### config.mk
export PLATFORM = sky130hd
export DESIGN_NAME = clkirq_top
export DESIGN_NICKNAME = d
export VERILOG_FILES = /design/src/rtl/clkirq_pkg.sv /design/src/rtl/clkirq_clkctl.sv /design/src/rtl/clkirq_reqreg.sv /design/src/rtl/clkirq_route.sv /design/src/rtl/clkirq_top.sv
export SDC_FILE = /design/constraint.sdc
export NUM_CORES = 1
export LEC_CHECK = 0
export BUFFER_PORTS_ARGS = -buffer_cell sky130_fd_sc_hd__buf_2
export CAP_MARGIN = 5
export CELL_PAD_IN_SITES_DETAIL_PLACEMENT = 0
export CELL_PAD_IN_SITES_GLOBAL_PLACEMENT = 1
export CORE_MARGIN = 2
export CORE_UTILIZATION = 31
export DETAILED_ROUTE_END_ITERATION = 8
export PLACE_DENSITY_LB_ADDON = 0.1
export SKIP_LAST_GASP = 1
export SLEW_MARGIN = 20
export SYNTH_ARGS = -nofsm -noshare
export SYNTH_HDL_FRONTEND = slang
export SYNTH_SLANG_ARGS = --single-unit
### constraint.sdc
create_clock -name clk -period 2.4 [get_ports clk]
set_clock_uncertainty 0.15 [all_clocks]
set_input_delay 0.24 -clock clk [delete_from_list [all_inputs] [get_ports clk]]
set_output_delay 0.24 -clock clk [all_outputs]
set_load 0.01 [all_outputs]
### src/rtl/clkirq_pkg.sv
package clkirq_pkg;
  localparam int NREQ       = 13;
  localparam int RX_BIT     = 5;
  localparam int TX_BIT     = 6;
  localparam int CLKOFF_BIT = 4;

  typedef logic [NREQ-1:0] req_t;

  localparam req_t FIFO_BITS = req_t'((1 << RX_BIT) | (1 << TX_BIT));

  // effective mask seen by the processor line
  function automatic req_t eff_mask(input req_t mask, input logic dma);
    return dma ? (mask | FIFO_BITS) : mask;
  endfunction

  // next request value: clear first, then set, so set wins
  function automatic req_t req_next(input req_t cur, input req_t set, input req_t clr);
    return (cur & ~clr) | set;
  endfunction

  function automatic logic any_unmasked(input req_t req, input req_t emask);
    return |(req & ~emask);
  endfunction
endpackage

### src/rtl/clkirq_clkctl.sv
module clkirq_clkctl
  import clkirq_pkg::*;
(
  input  logic clk,
  input  logic rst_n,
  input  logic ss_wr,
  input  logic ss_start,
  input  logic ss_stop,
  input  logic cmd_pending,
  input  logic stop_xfer,
  output logic clk_en,
  output logic cmd_launch,
  output logic act_abort,
  output req_t co_set,
  output req_t co_clr
);
  // named internal events
  logic ev_start, ev_stop, ev_launch;

  assign ev_start  = ss_wr & ss_start;
  assign ev_stop   = ss_wr & ss_stop;
  assign ev_launch = ev_start & cmd_pending & ~stop_xfer;

  always_comb begin
    co_set = '0;
    co_clr = '0;
    co_set[CLKOFF_BIT] = ev_stop;
    co_clr[CLKOFF_BIT] = ev_start;
  end

  always_ff @(posedge clk) begin
    if (!rst_n) begin
      clk_en     <= 1'b0;
      cmd_launch <= 1'b0;
      act_abort  <= 1'b0;
    end else begin
      if (ev_stop)       clk_en <= 1'b0;
      else if (ev_start) clk_en <= 1'b1;
      cmd_launch <= ev_launch;
      act_abort  <= ev_stop;
    end
  end

  AST_START_SETS_EN: assert property (@(posedge clk) disable iff (!rst_n)
    (ss_wr && ss_start && !ss_stop) |=> clk_en);
  AST_STOP_CLEARS_EN: assert property (@(posedge clk) disable iff (!rst_n)
    (ss_wr && ss_stop) |=> (!clk_en && act_abort));
  AST_LAUNCH_CAUSE: assert property (@(posedge clk) disable iff (!rst_n)
    cmd_launch |-> $past(ss_wr && ss_start && cmd_pending && !stop_xfer));
  AST_NO_SPURIOUS_LAUNCH: assert property (@(posedge clk) disable iff (!rst_n)
    (!ss_wr) |=> !cmd_launch);
endmodule

### src/rtl/clkirq_reqreg.sv
module clkirq_reqreg
  import clkirq_pkg::*;
(
  input  logic clk,
  input  logic rst_n,
  input  req_t ext_set,
  input  req_t ext_clr,
  input  req_t co_set,
  input  req_t co_clr,
  input  logic msk_wr,
  input  req_t msk_wdata,
  output req_t req_q,
  output req_t mask_q
);
  req_t all_set, all_clr;

  assign all_set = ext_set | co_set;
  assign all_clr = ext_clr | co_clr;

  always_ff @(posedge clk) begin
    if (!rst_n) begin
      req_q  <= '0;
      mask_q <= '0;
    end else begin
      req_q <= req_next(req_q, all_set, all_clr);
      if (msk_wr) mask_q <= msk_wdata;
    end
  end

  AST_SET_WINS: assert property (@(posedge clk) disable iff (!rst_n)
    (|all_set) |=> ((req_q & $past(all_set)) == $past(all_set)));
  AST_MASK_HOLD: assert property (@(posedge clk) disable iff (!rst_n)
    (!msk_wr) |=> $stable(mask_q));
endmodule

### src/rtl/clkirq_route.sv
module clkirq_route
  import clkirq_pkg::*;
(
  input  logic clk,
  input  logic rst_n,
  input  req_t req_q,
  input  req_t mask_q,
  input  logic dma_en,
  output logic cpu_irq,
  output logic rx_dma_req,
  output logic tx_dma_req
);
  req_t emask;
  assign emask = eff_mask(mask_q, dma_en);

  always_ff @(posedge clk) begin
    if (!rst_n) begin
      cpu_irq    <= 1'b0;
      rx_dma_req <= 1'b0;
      tx_dma_req <= 1'b0;
    end else begin
      cpu_irq    <= any_unmasked(req_q, emask);
      rx_dma_req <= req_q[RX_BIT];
      tx_dma_req <= req_q[TX_BIT];
    end
  end

  AST_DMA_HIDES_FIFO: assert property (@(posedge clk) disable iff (!rst_n)
    (dma_en && ((req_q & ~mask_q & ~FIFO_BITS) == '0)) |=> !cpu_irq);
  AST_IDLE_QUIET: assert property (@(posedge clk) disable iff (!rst_n)
    (req_q == '0) |=> !cpu_irq);
  AST_RX_FOLLOW: assert property (@(posedge clk) disable iff (!rst_n)
    req_q[RX_BIT] |=> rx_dma_req);
  AST_TX_FOLLOW: assert property (@(posedge clk) disable iff (!rst_n)
    !req_q[TX_BIT] |=> !tx_dma_req);
endmodule

### src/rtl/clkirq_top.sv
module clkirq_top
  import clkirq_pkg::*;
(
  input  logic            clk,
  input  logic            rst_n,
  input  logic            ss_wr,
  input  logic            ss_start,
  input  logic            ss_stop,
  input  logic            cmd_pending,
  input  logic            stop_xfer,
  input  logic            dma_en,
  input  logic            msk_wr,
  input  logic [NREQ-1:0] msk_wdata,
  input  logic [NREQ-1:0] req_set,
  input  logic [NREQ-1:0] req_clr,
  output logic            clk_en,
  output logic            cmd_launch,
  output logic            act_abort,
  output logic [NREQ-1:0] irq_req,
  output logic [NREQ-1:0] irq_mask,
  output logic            cpu_irq,
  output logic            rx_dma_req,
  output logic            tx_dma_req
);
  req_t co_set, co_clr, req_q, mask_q;

  clkirq_clkctl u_clk (
    .clk(clk), .rst_n(rst_n), .ss_wr(ss_wr), .ss_start(ss_start), .ss_stop(ss_stop),
    .cmd_pending(cmd_pending), .stop_xfer(stop_xfer), .clk_en(clk_en),
    .cmd_launch(cmd_launch), .act_abort(act_abort), .co_set(co_set), .co_clr(co_clr)
  );

  clkirq_reqreg u_req (
    .clk(clk), .rst_n(rst_n), .ext_set(req_set), .ext_clr(req_clr),
    .co_set(co_set), .co_clr(co_clr), .msk_wr(msk_wr), .msk_wdata(msk_wdata),
    .req_q(req_q), .mask_q(mask_q)
  );

  clkirq_route u_route (
    .clk(clk), .rst_n(rst_n), .req_q(req_q), .mask_q(mask_q), .dma_en(dma_en),
    .cpu_irq(cpu_irq), .rx_dma_req(rx_dma_req), .tx_dma_req(tx_dma_req)
  );

  assign irq_req  = req_q;
  assign irq_mask = mask_q;

  AST_STOP_WINS: assert property (@(posedge clk) disable iff (!rst_n)
    (ss_wr && ss_stop) |=> (irq_req[CLKOFF_BIT] && !clk_en));
endmodule

Word-level counts from Yosys, hierarchy flattened
Cells that the tools add are included.

Multiplexer cells: 1. Bitwise logic cells: 13. Reduce and logical (&&, ||, !) cells: 2.

Operators by type and width (number): 13-bit bitwise AND (2); 13-bit NOT (2); 13-bit by 5-bit bitwise OR with 13-bit output (2); 13-bit bitwise OR (1); 13-bit OR reduction (1); 7-bit two-way mux (1); 1-bit bitwise AND (4); 1-bit NOT (2); 2-bit OR reduction (1).

Flip-flop bits (word level): 32. Bits of input ports: 48. Output and inout bits: 32.

Depth between registers and ports, before layout
Gate-level depths: netlist of the first run.

Depth in word-level cells: 5. Depth in mapped cells: 4. Mapped depth without buffers: 3.

By module
A second synthesis of the first run with hierarchy kept.

Cell total of the unflattened synthesis: 156. Area total of the unflattened synthesis: 1501.4 µm².

Modules (own cells, without submodules): clkirq_reqreg (times used 1, cells an instance 97, area an instance 1004.7 µm², sequential area each 520.5 µm²); clkirq_clkctl (times used 1, cells an instance 36, area an instance 306.5 µm², sequential area each 60.1 µm²); clkirq_route (times used 1, cells an instance 23, area an instance 190.2 µm², sequential area each 60.1 µm²).

Worst setup path before layout of the first run
OpenSTA, ideal clock, no wires.

Kind: register to register. From: register u_req.mask_q[12]. To: register u_route.cpu_irq. Setup time: 0.125 ns. Arrival time: 0.982 ns. Data required time: 2.125 ns. Setup slack: 1.143 ns. Stages on the path, launching flop included: 4. Clock period less this slack: 1.257 ns. Cell sequence: dfxtp_1 -> nand2b_1 -> o2111ai_1 -> o41a_1.

Cells in the longest elaborated chain, start to end: 3.

Ends and longest elaborated chain: start: declaration (line clkirq_reqreg.sv:13) `output req_t mask_q`; start signal: assignment (line clkirq_reqreg.sv:26) `if (msk_wr) mask_q <= msk_wdata;`; 13-bit NOT (line clkirq_pkg.sv:22) `return |(req & ~emask);`; 13-bit bitwise AND (line clkirq_pkg.sv:22); 13-bit OR reduction (line clkirq_pkg.sv:22); end signal: assignment (line clkirq_route.sv:22) `cpu_irq <= any_unmasked(req_q, emask);`; end: declaration (line clkirq_route.sv:9) `output logic cpu_irq,`.

No other way between the ends. A chain may end at the register's enable or synchronous reset.

Worst setup path after layout of the first run
From: register u_req.mask_q[4]. To: register u_route.cpu_irq.

Cells in the longest elaborated chain, start to end: 4.

Ends and longest elaborated chain: 7-bit two-way mux (line clkirq_pkg.sv:13) `return dma ? (mask | FIFO_BITS) : mask;`; 13-bit NOT (line clkirq_pkg.sv:22); 13-bit bitwise AND (line clkirq_pkg.sv:22); 13-bit OR reduction (line clkirq_pkg.sv:22).

No other way between the ends.

==> metrics.csv, run 1 <==
stage;metric;value;unit
outcome;status;complete, no violations;
logic_synthesis;synthAdderAreaFrac;0;%
logic_synthesis;synth_edf_count;0;
timing;setup_violations;0;
layout;antennaDiodeCount;0;
timing;max_freq;0.801;GHz
logic_synthesis;yosys_warnings;0;
timing;rsz0062_at_grt;no;
logic_synthesis;synth_xor_area_share;0;%
timing;hold_viol_final;0;
worst_setup_path;cp-end-kind;flop;
detailed_routing;drtIter0Drc;36;
floorplanning;die_y;66.7;um
worst_setup_path;crit_path_start_kind;flop;
layout;fillerInstances;379;
logic_synthesis;synth_top_family_by_area;simple AND/OR/NAND/NOR gates;
worst_setup_path;path_buf_inv;0;
logic_synthesis;syn_area;0.00122;mm^2
layout;final_area;0.00175;mm^2
logic_synthesis;syn_avg_cell_area;10.3;um^2
place;place_congestion;0.773;
place;placed_area;0.00164;mm^2
logic_synthesis;ys_seq_elements;32;
global_route;grt_max_degree;33;
clock_tree;cts_made_buffers;5;
timing;setup_tns;0;ps
clock_tree;ctsHoldBuffers;1;
timing;min_period;1250;ps
layout;final_nets;248;
worst_setup_path;cp_slowest_cell;o41a_1;
worst_setup_path;arrival;1260;ps
logic_synthesis;synth-main-ff-cell;dfxtp_1;
worst_setup_path;slowest_delay;410;ps
layout;drive_gt1_share;43.0;%
worst_setup_path;worstPathRequired;2410;ps
floorplanning;ios;80;
run;cap_violations;0;
logic_synthesis;async_reset_ff_share;0;%
pwr;vdd_drop_max;0.286;mV
timing;worst_pin_slew;506;ps
floorplanning;start_util;32.8;%
logic_synthesis;yosys.area_share.simple;20.7;%
clock_tree;worstSkewPairLatency;270;ps
floorplanning;dieArea;0.00445;mm^2
logic_synthesis;syn_inst;118;
pwr;p_per_area;672;mW/mm^2
detailed_routing;vias;1092;
worst_setup_path;cp_max_fo;3;
min_path;worstHoldStart;req_set[12];
layout;area_growth;43.6;%
detailed_routing;wire_per_inst;11.6;um
clock_tree;htreeDepth;2;
floorplanning;dieWidth;66.7;um
logic_synthesis;syn_nets;166;
clock_tree;clockRootBuffer;clkbuf_8;
logic_synthesis;muxShareOfSynthArea;10.7;%
clock_tree;numClockSinks;32;
global_route;grt_pass1_wl;4250;um
clock_tree;cts_setup_buffers;0;
global_route;grt_pass1_vias;992;
worst_setup_path;crit_type;flop to flop;
clock_tree;cts_tree;built;
timing;relSlewSlack;66.3;%
floorplanning;coreArea;0.00372;mm^2
clock_tree;ctsResizeCount;0;
place;dp_hpwl;2200;um
worst_setup_path;r2r_setup_slack;1150;ps
floorplanning;num_rows;22;
worst_setup_path;reg2reg_from;u_req.mask_q[4]$_SDFFE_PN0P_;
place;io_buffers;79;
clock_tree;path_clk_slew;60;ps
detailed_routing;wl;2870;um
worst_setup_path;critical-path-top-delay-family;compound AO/OA/AOI/OAI gates;
min_path;hp-class;input pin to flop;
global_route;grt_antenna_before_repair;0;
timing;slew_violations;0;
logic_synthesis;synth_seq_area_share;52.6;%
timing;finalCritPeriodShare;52.0;%
global_route;grt_use_total;13.2;%
logic_synthesis;ys_types;20;
worst_setup_path;cp_cell_sequence;nand2b_1 -> o2111ai_1 -> o41a_1;
detailed_routing;drc;0;
detailed_routing;via_per_inst;4.40;
detailed_routing;dr.pass1.iters;4;
worst_setup_path;setup.worst_path.start;u_req.mask_q[4]$_SDFFE_PN0P_;
clock_tree;clk_path_buf_depth;2;
global_route;gr-total-overflow;0;
pwr;p_leak;0.883;nW
logic_synthesis;synth-compound-area-share;12.3;%
detailed_routing;postRouteAntennaNets;0;
[cells in the mapped netlist, types with 2 or more instances]
cell type | n | area (um^2)
buf_2 | 3 | 15.0
nor2b_1 | 21 | 131
o21a_1 | 12 | 90.1
inv_1 | 4 | 15.0
o2111ai_1 | 2 | 17.5
a21oi_1 | 3 | 15.0
dfxtp_1 | 32 | 641
mux2i_1 | 13 | 130
nor2_1 | 5 | 18.8
and2_1 | 2 | 12.5
nand2b_1 | 9 | 56.3
nand2_1 | 4 | 15.0
[stage by stage]
stage	hold slack (ps)	total power (W)	utilization, %	setup slack (ps)	instances
floorplan	167	0.000678	-	1140	118
global placement	255	0.000756	44.2	1150	240
detailed placement	256	0.000760	44.2	1130	240
CTS	14.0	0.00120	47.1	1120	248
global route	13.4	0.00124	47.1	1060	248
finish	25.7	0.00118	47.1	1150	248
[power by group]
group	leakage (nW)	switching [W]	total, W	internal, W
clock	0.0503	0.000176	0.000431	0.000255
combinational	0.567	0.0000743	0.000163	0.0000891
sequential	0.266	0.0000184	0.000582	0.000564
total	0.883	0.000268	0.00118	0.000908
[sequential cells by signal, indices dropped and copies added (netlist names)]
register	flops
u_req.mask_q	13
u_req.req_q	13
u_clk.act_abort	1
u_route.tx_dma_req	1
u_route.cpu_irq	1
u_clk.clk_en	1
u_route.rx_dma_req	1
u_clk.cmd_launch	1
[logic make-up after synthesis]
logic type      count (synthesis)
simple gates                   44
flops                          32
compound gates                 20
mux                            13
buf+inv                         9
[routing by layer]
| metal | up-vias | routed length (um) | GRT usage (%) |
|---|---|---|---|
| met5 | - | 0 | 0 |
| met4 | 0 | 0 | 5.36 |
| met3 | 0 | 219 | 5.91 |
| met2 | 42 | 1480 | 22.8 |
| met1 | 498 | 1180 | 13.9 |
| li1 | 552 | - | - |
[cell type report]
class	count	area, um^2	area share [%]
clock buffers	7	96.3	5.50
well taps	48	60.1	3.43
multi-input cells	77	533	30.5
inverters	4	15.0	0.858
flip-flops and latches	32	641	36.6
repair buffers	80	405	23.2
[worst reg2reg max path, cell delays in order, from the launching register on]
cell and delay [ps]:
dfxtp_1 330, nand2b_1 110, o2111ai_1 130, o41a_1 410
[final timing paths]
check	end	cells after the start
setup / recovery	u_route.cpu_irq$_SDFF_PN0_	3
hold reg to reg	u_clk.clk_en$_SDFFE_PP0P_	2
setup reg to reg	u_route.cpu_irq$_SDFF_PN0_	3
hold / removal	u_req.req_q[12]$_SDFF_PN0_	2
[cells in the final DEF, fill, tap and decap left out, types with 2 or more instances in the layout]
cell / netlist / routed
buf_2: 3 / 79
dfxtp_1: 32 / 32
nor2b_1: 21 / 21
mux2i_1: 13 / 13
o21a_1: 12 / 12
nand2b_1: 9 / 9
clkbuf_8: 0 / 7
nor2_1: 5 / 5
inv_1: 4 / 4
nand2_1: 4 / 4
a21oi_1: 3 / 3
and2_1: 2 / 2
o2111ai_1: 2 / 2
Note: power is estimated with default switching activity, not from simulation.
==> inputs of run 2 (changes only) <==
--- a/config.mk
+++ b/config.mk
@@ -10,7 +10,7 @@
 export CELL_PAD_IN_SITES_DETAIL_PLACEMENT = 0
 export CELL_PAD_IN_SITES_GLOBAL_PLACEMENT = 1
 export CORE_MARGIN = 2
-export CORE_UTILIZATION = 31
+export CORE_UTILIZATION = 29
 export DETAILED_ROUTE_END_ITERATION = 8
 export PLACE_DENSITY_LB_ADDON = 0.1
 export SKIP_LAST_GASP = 1
==> constraint.sdc (replaced) <==
create_clock -name clk -period 1.15 [get_ports clk]
set_clock_uncertainty 0.15 [all_clocks]
set_input_delay 0.115 -clock clk [delete_from_list [all_inputs] [get_ports clk]]
set_output_delay 0.115 -clock clk [all_outputs]
set_load 0.01 [all_outputs]
==> metrics.csv, run 2 (synthesis gave the netlist of run 1 again) <==
stage;metric;value;unit;change
clock_tree;clockRootBuffer;clkbuf_8;;
clock_tree;cts_tree;built;;
clock_tree;numClockSinks;32;;unchanged
floorplanning;start_util;30.2;%;-2.5 points
place;dp_slack;-87.4;ps;-1220 ps
floorplanning;num_rows;23;;+4.5%
detailed_routing;drc;0;;unchanged
floorplanning;dieArea;0.00474;mm^2;+6.5%
pwr;clockPowerShare;32.7;%;-3.9 points
place;placed_area;0.00181;mm^2;+9.9%
clock_tree;clk_path_buf_depth;2;;unchanged
timing;relSlewSlack;81.7;%;+15 points
clock_tree;worstSkewPairLatency;280;ps;about the same
global_route;grt_use_total;16.8;%;+3.6 points
layout;final_area;0.00246;mm^2;+41%
global_route;grt_max_degree;33;;unchanged
timing;setup_violations;1;;+1
worst_setup_path;crit_type;flop to flop;;
timing;worst_pin_slew;275;ps;-231 ps
layout;antennaDiodeCount;0;;unchanged
pwr;p_per_area;1090;mW/mm^2;+63%
clock_tree;path_clk_slew;60;ps;about the same
place;io_buffers;79;;unchanged
layout;layout_common_cells;buf_2 (66), dlygate4sd3_1 (42), nor2b_1 (21), dfxtp_1 (17);;
layout;post-route-util;61.2;%;+14 points
pwr;swShare;23.9;%;+1.1 points
global_route;grt_pass1_wl;5680;um;+34%
layout;area_growth;102;%;
timing;slew_violations;0;;unchanged
pwr;power_frac_comb;21.8;%;+7.9 points
floorplanning;ios;80;;unchanged
global_route;gr-total-overflow;0;;unchanged
pwr;switchingPower;0.000644;W;+140%
floorplanning;die_y;68.8;um;+3.2%
place;dp_hpwl;2380;um;+7.8%
detailed_routing;postRouteAntennaNets;0;;unchanged
detailed_routing;dr.pass1.iters;4;;unchanged
detailed_routing;wl;3800;um;+32%
detailed_routing;wire_per_inst;12.3;um;+6.2%
layout;top_regs;u_req.mask_q: 13 flops, u_req.req_q: 13 flops;;
min_path;hp-class;input pin to flop;;
pwr;p_leak;1.18;nW;+34%
outcome;violations;setup timing;;
pwr;vdd_drop_max;0.709;mV;+150%
timing;finalWorstSetupSlack;-93.8;ps;-1250 ps
timing;rsz0062_at_grt;yes;;
layout;regArea;659;um^2;+2.9%
floorplanning;dieWidth;68.8;um;+3.2%
timing;hold_viol_final;0;;unchanged
worst_setup_path;worstPathRequired;1160;ps;-1250 ps
timing;min_period;1240;ps;-4.98 ps
layout;final_common_cell;buf_2;;
place;place_congestion;0.736;;-4.8%
worst_setup_path;cp-end-kind;flop;;
run;cap_violations;0;;unchanged
worst_setup_path;arrival;1260;ps;about the same
floorplanning;coreArea;0.00403;mm^2;+8.4%
clock_tree;cts_made_buffers;5;;unchanged
outcome;status;finished, violations left;;
global_route;grt_pass1_vias;1363;;+37%
detailed_routing;via_per_inst;4.26;;-3.4%
layout;final_nets;306;;+23%
clock_tree;htreeDepth;2;;unchanged
layout;fillerInstances;351;;-7.4%
layout;drive_gt1_share;47.1;%;+4.1 points
worst_setup_path;cp_max_fo;2;;-1
pwr;internal_power;0.00205;W;+130%
timing;setup_tns;-93.8;ps;-93.8 ps
detailed_routing;drtIter0Drc;29;;-19%
worst_setup_path;crit_path_start_kind;flop;;
pwr;pwr-share-seq;45.4;%;-4.1 points
timing;max_freq;0.804;GHz;+0.40%
timing;finalCritPeriodShare;108;%;+56 points
layout;multi_input_area;581;um^2;+8.9%
detailed_routing;vias;1315;;+20%
global_route;grt_antenna_before_repair;0;;unchanged
run 2: cell count changes in the layout (fill, tap and decap cells not counted), sizes merged:
| cell | before | now |
|---|---|---|
| clkbuf | 7 | 8 |
| dlygate4sd3 | 1 | 42 |
| buf | 79 | 96 |
run 2: worst max-delay path, cell delays in order (launching register included):
cell and delay, ps:
dfxtp_2 320, nand2b_4 120, o2111ai_4 120, o41a_1 420
run 2: area by class of cell:
cell class,count,share of cell area (%)
Timing Repair Buffer,138,42.9
Clock buffer,8,3.65
Multi-Input combinational cell,77,23.6
Tap cell,50,2.54
Inverter,4,0.609
Sequential cell,32,26.8
run 2: worst paths after layout:
check                                                   from                         end  slack (ps)  cells past startpoint
worst min-delay path                              req_clr[6]   u_req.req_q[6]$_SDFF_PN0_          10                      3
worst max-delay path            u_req.mask_q[4]$_SDFFE_PN0P_  u_route.cpu_irq$_SDFF_PN0_         -90                      3
worst min register to register     u_clk.clk_en$_SDFFE_PP0P_   u_clk.clk_en$_SDFFE_PP0P_         330                      2
worst max register to register  u_req.mask_q[4]$_SDFFE_PN0P_  u_route.cpu_irq$_SDFF_PN0_         -90                      3
run 2: stage by stage:
stage               std cells  hold WS [ps]  power, W
detailed placement        258           130   0.00165
CTS                       309          1.55   0.00266
floorplan                 118          41.7   0.00142
finish                    309          10.5   0.00269
global route              309        0.0391   0.00285
global placement          258           129   0.00164
run 2: power by group through the flow:
stage / Combinational (W) / Sequential, W / Clock, W
2_1_floorplan: 0.000147 / 0.00127 / 0
3_3_place_gp: 0.000408 / 0.00123 / 0
3_5_place_dp: 0.000415 / 0.00124 / 0
4_1_cts: 0.000532 / 0.00121 / 0.000917
5_1_grt: 0.000642 / 0.00123 / 0.000977
6_report: 0.000588 / 0.00122 / 0.000881
run 2: what timing repair did:
| action | 4_1_cts | 5_1_grt |
|---|---|---|
| gates resized for setup | 1 | 28 |
| hold buffers | 42 | 0 |
| endpoints found under the setup margin | 1 | 15 |
| buffers inserted | 1 | 0 |
| pin swaps | 1 | 2 |
| hold endpoints to repair | 29 | 0 |
run 2: metal layers:
metal / wire length, um / global-route usage (%) / part of all wire [%] / vias to the layer above
met4: 57 / 6.62 / 1.5 / 0
li1: - / - / - / 673
met3: 272 / 6.49 / 7.2 / 6
met2: 1990 / 31.4 / 52 / 49
met1: 1480 / 16.4 / 39 / 587
met5: 0 / 0 / 0 / -
==> inputs of run 3 (changes only) <==
--- a/config.mk
+++ b/config.mk
@@ -13,6 +13,7 @@
 export CORE_UTILIZATION = 29
 export DETAILED_ROUTE_END_ITERATION = 8
 export PLACE_DENSITY_LB_ADDON = 0.1
+export SKIP_CTS_REPAIR_TIMING = 1
 export SKIP_LAST_GASP = 1
 export SLEW_MARGIN = 20
 export SYNTH_ARGS = -nofsm -noshare
==> metrics.csv, run 3 (synthesis gave the netlist of run 1 again) <==
stage;metric;value;unit;change
place;dp_hpwl;2380;um;unchanged
timing;hold_viol_final;0;;unchanged
detailed_routing;dr.pass1.iters;4;;unchanged
detailed_routing;via_per_inst;4.25;;-0.13%
pwr;p_leak;1.17;nW;-1.2%
clock_tree;clk_path_buf_depth;2;;unchanged
outcome;violations;setup timing;;
layout;antennaDiodeCount;0;;unchanged
layout;fillerInstances;353;;+0.57%
global_route;grt_use_total;13.7;%;-3.0 points
floorplanning;die_y;68.8;um;unchanged
place;placed_area;0.00181;mm^2;unchanged
worst_setup_path;worstPathRequired;1160;ps;about the same
global_route;gr-total-overflow;0;;unchanged
clock_tree;htreeDepth;2;;unchanged
worst_setup_path;crit_path_start_kind;flop;;
detailed_routing;postRouteAntennaNets;0;;unchanged
timing;setup_violations;1;;unchanged
detailed_routing;drc;0;;unchanged
clock_tree;cts_made_buffers;5;;unchanged
place;io_buffers;79;;unchanged
clock_tree;clockRootBuffer;clkbuf_8;;
place;dp_slack;-87.4;ps;unchanged
layout;final_area;0.00242;mm^2;-1.8%
global_route;grt_antenna_before_repair;0;;unchanged
worst_setup_path;arrival;1210;ps;-50 ps
timing;relSlewSlack;86.1;%;+4.4 points
timing;slew_violations;0;;unchanged
detailed_routing;wl;3720;um;-2.1%
global_route;grt_max_degree;33;;unchanged
floorplanning;ios;80;;unchanged
timing;rsz0062_at_grt;yes;;
clock_tree;cts_tree;built;;
layout;post-route-util;60.1;%;-1.1 points
floorplanning;coreArea;0.00403;mm^2;unchanged
layout;final_common_cell;buf_2;;
detailed_routing;wire_per_inst;12.1;um;-1.8%
layout;area_growth;98.6;%;
clock_tree;path_clk_slew;60;ps;about the same
floorplanning;start_util;30.2;%;unchanged
pwr;p_per_area;1100;mW/mm^2;+1.0%
timing;finalCritPeriodShare;105;%;-3.7 points
floorplanning;num_rows;23;;unchanged
clock_tree;numClockSinks;32;;unchanged
worst_setup_path;cp-end-kind;flop;;
timing;setup_tns;-51.8;ps;+42.0 ps
global_route;grt_pass1_wl;4600;um;-19%
global_route;grt_pass1_vias;1094;;-20%
layout;drive_gt1_share;46.1;%;-0.98 points
run;cap_violations;0;;unchanged
clock_tree;worstSkewPairLatency;280;ps;about the same
timing;worst_pin_slew;208;ps;-66.9 ps
outcome;status;finished, violations left;;
layout;final_nets;305;;-0.33%
floorplanning;dieArea;0.00474;mm^2;unchanged
timing;finalWorstSetupSlack;-51.8;ps;+42.0 ps
layout;top_regs;u_req.mask_q: 13 flops, u_req.req_q: 13 flops;;
pwr;vdd_drop_max;0.719;mV;+1.4%
timing;min_period;1200;ps;-42.0 ps
detailed_routing;vias;1309;;-0.46%
detailed_routing;drtIter0Drc;32;;+10%
floorplanning;dieWidth;68.8;um;unchanged
pwr;power;0.00267;W;-0.80%
worst_setup_path;cp_max_fo;2;;unchanged
worst_setup_path;r2r_setup_slack;-50;ps;+40 ps
worst_setup_path;crit_type;flop to flop;;
place;place_congestion;0.736;;unchanged
layout;layout_common_cells;buf_2 (68), dlygate4sd3_1 (42), nor2b_1 (21), dfxtp_1 (18), dfxtp_2 (14);;
timing;max_freq;0.832;GHz;+3.5%
min_path;hp-class;input pin to flop;;
-- run 3: worst max-delay path: stages (launching register included) --
cell and delay (ps):
dfxtp_2 320, nand2b_4 110, o221ai_2 90, o41a_1 410
-- run 3: path summary, 6_finish.rpt --
check,end,cells past startpoint,start
worst max register to register,u_route.cpu_irq$_SDFF_PN0_,3,u_req.mask_q[1]$_SDFFE_PN0P_
worst min-delay path,u_req.req_q[3]$_SDFF_PN0_,3,req_clr[3]
worst max-delay path,u_route.cpu_irq$_SDFF_PN0_,3,u_req.mask_q[1]$_SDFFE_PN0P_
worst min register to register,u_clk.clk_en$_SDFFE_PP0P_,2,u_clk.clk_en$_SDFFE_PP0P_
-- run 3: layer usage --
layer,GRT usage (%),part of all wire [%]
met1,15.1,39
met4,6.62,1.5
met5,0,0
met2,22.4,52
met3,6.33,7.0
-- run 3: cell type report --
type / count / area, um^2 / share of cell area, %
clock buffers: 8 / 90.1 / 3.72
multi-input cells: 77 / 561 / 23.2
well taps: 50 / 62.6 / 2.59
inverters: 4 / 15.0 / 0.620
repair buffers: 137 / 1030 / 42.7
flip-flops and latches: 32 / 658 / 27.2
-- run 3: per-stage QoR --
stage	instances	hold WS [ps]
5_1_grt	308	0.0393
3_3_place_gp	258	129
6_report	308	7.81
3_5_place_dp	258	130
2_1_floorplan	118	41.7
4_1_cts	266	-172
-- run 3: where the power goes --
group	internal, W	switching, W	total (W)
Combinational	0.000361	0.000205	0.000566
Clock	0.000488	0.000397	0.000885
Sequential	0.00118	0.0000371	0.00122
Total	0.00203	0.000639	0.00267
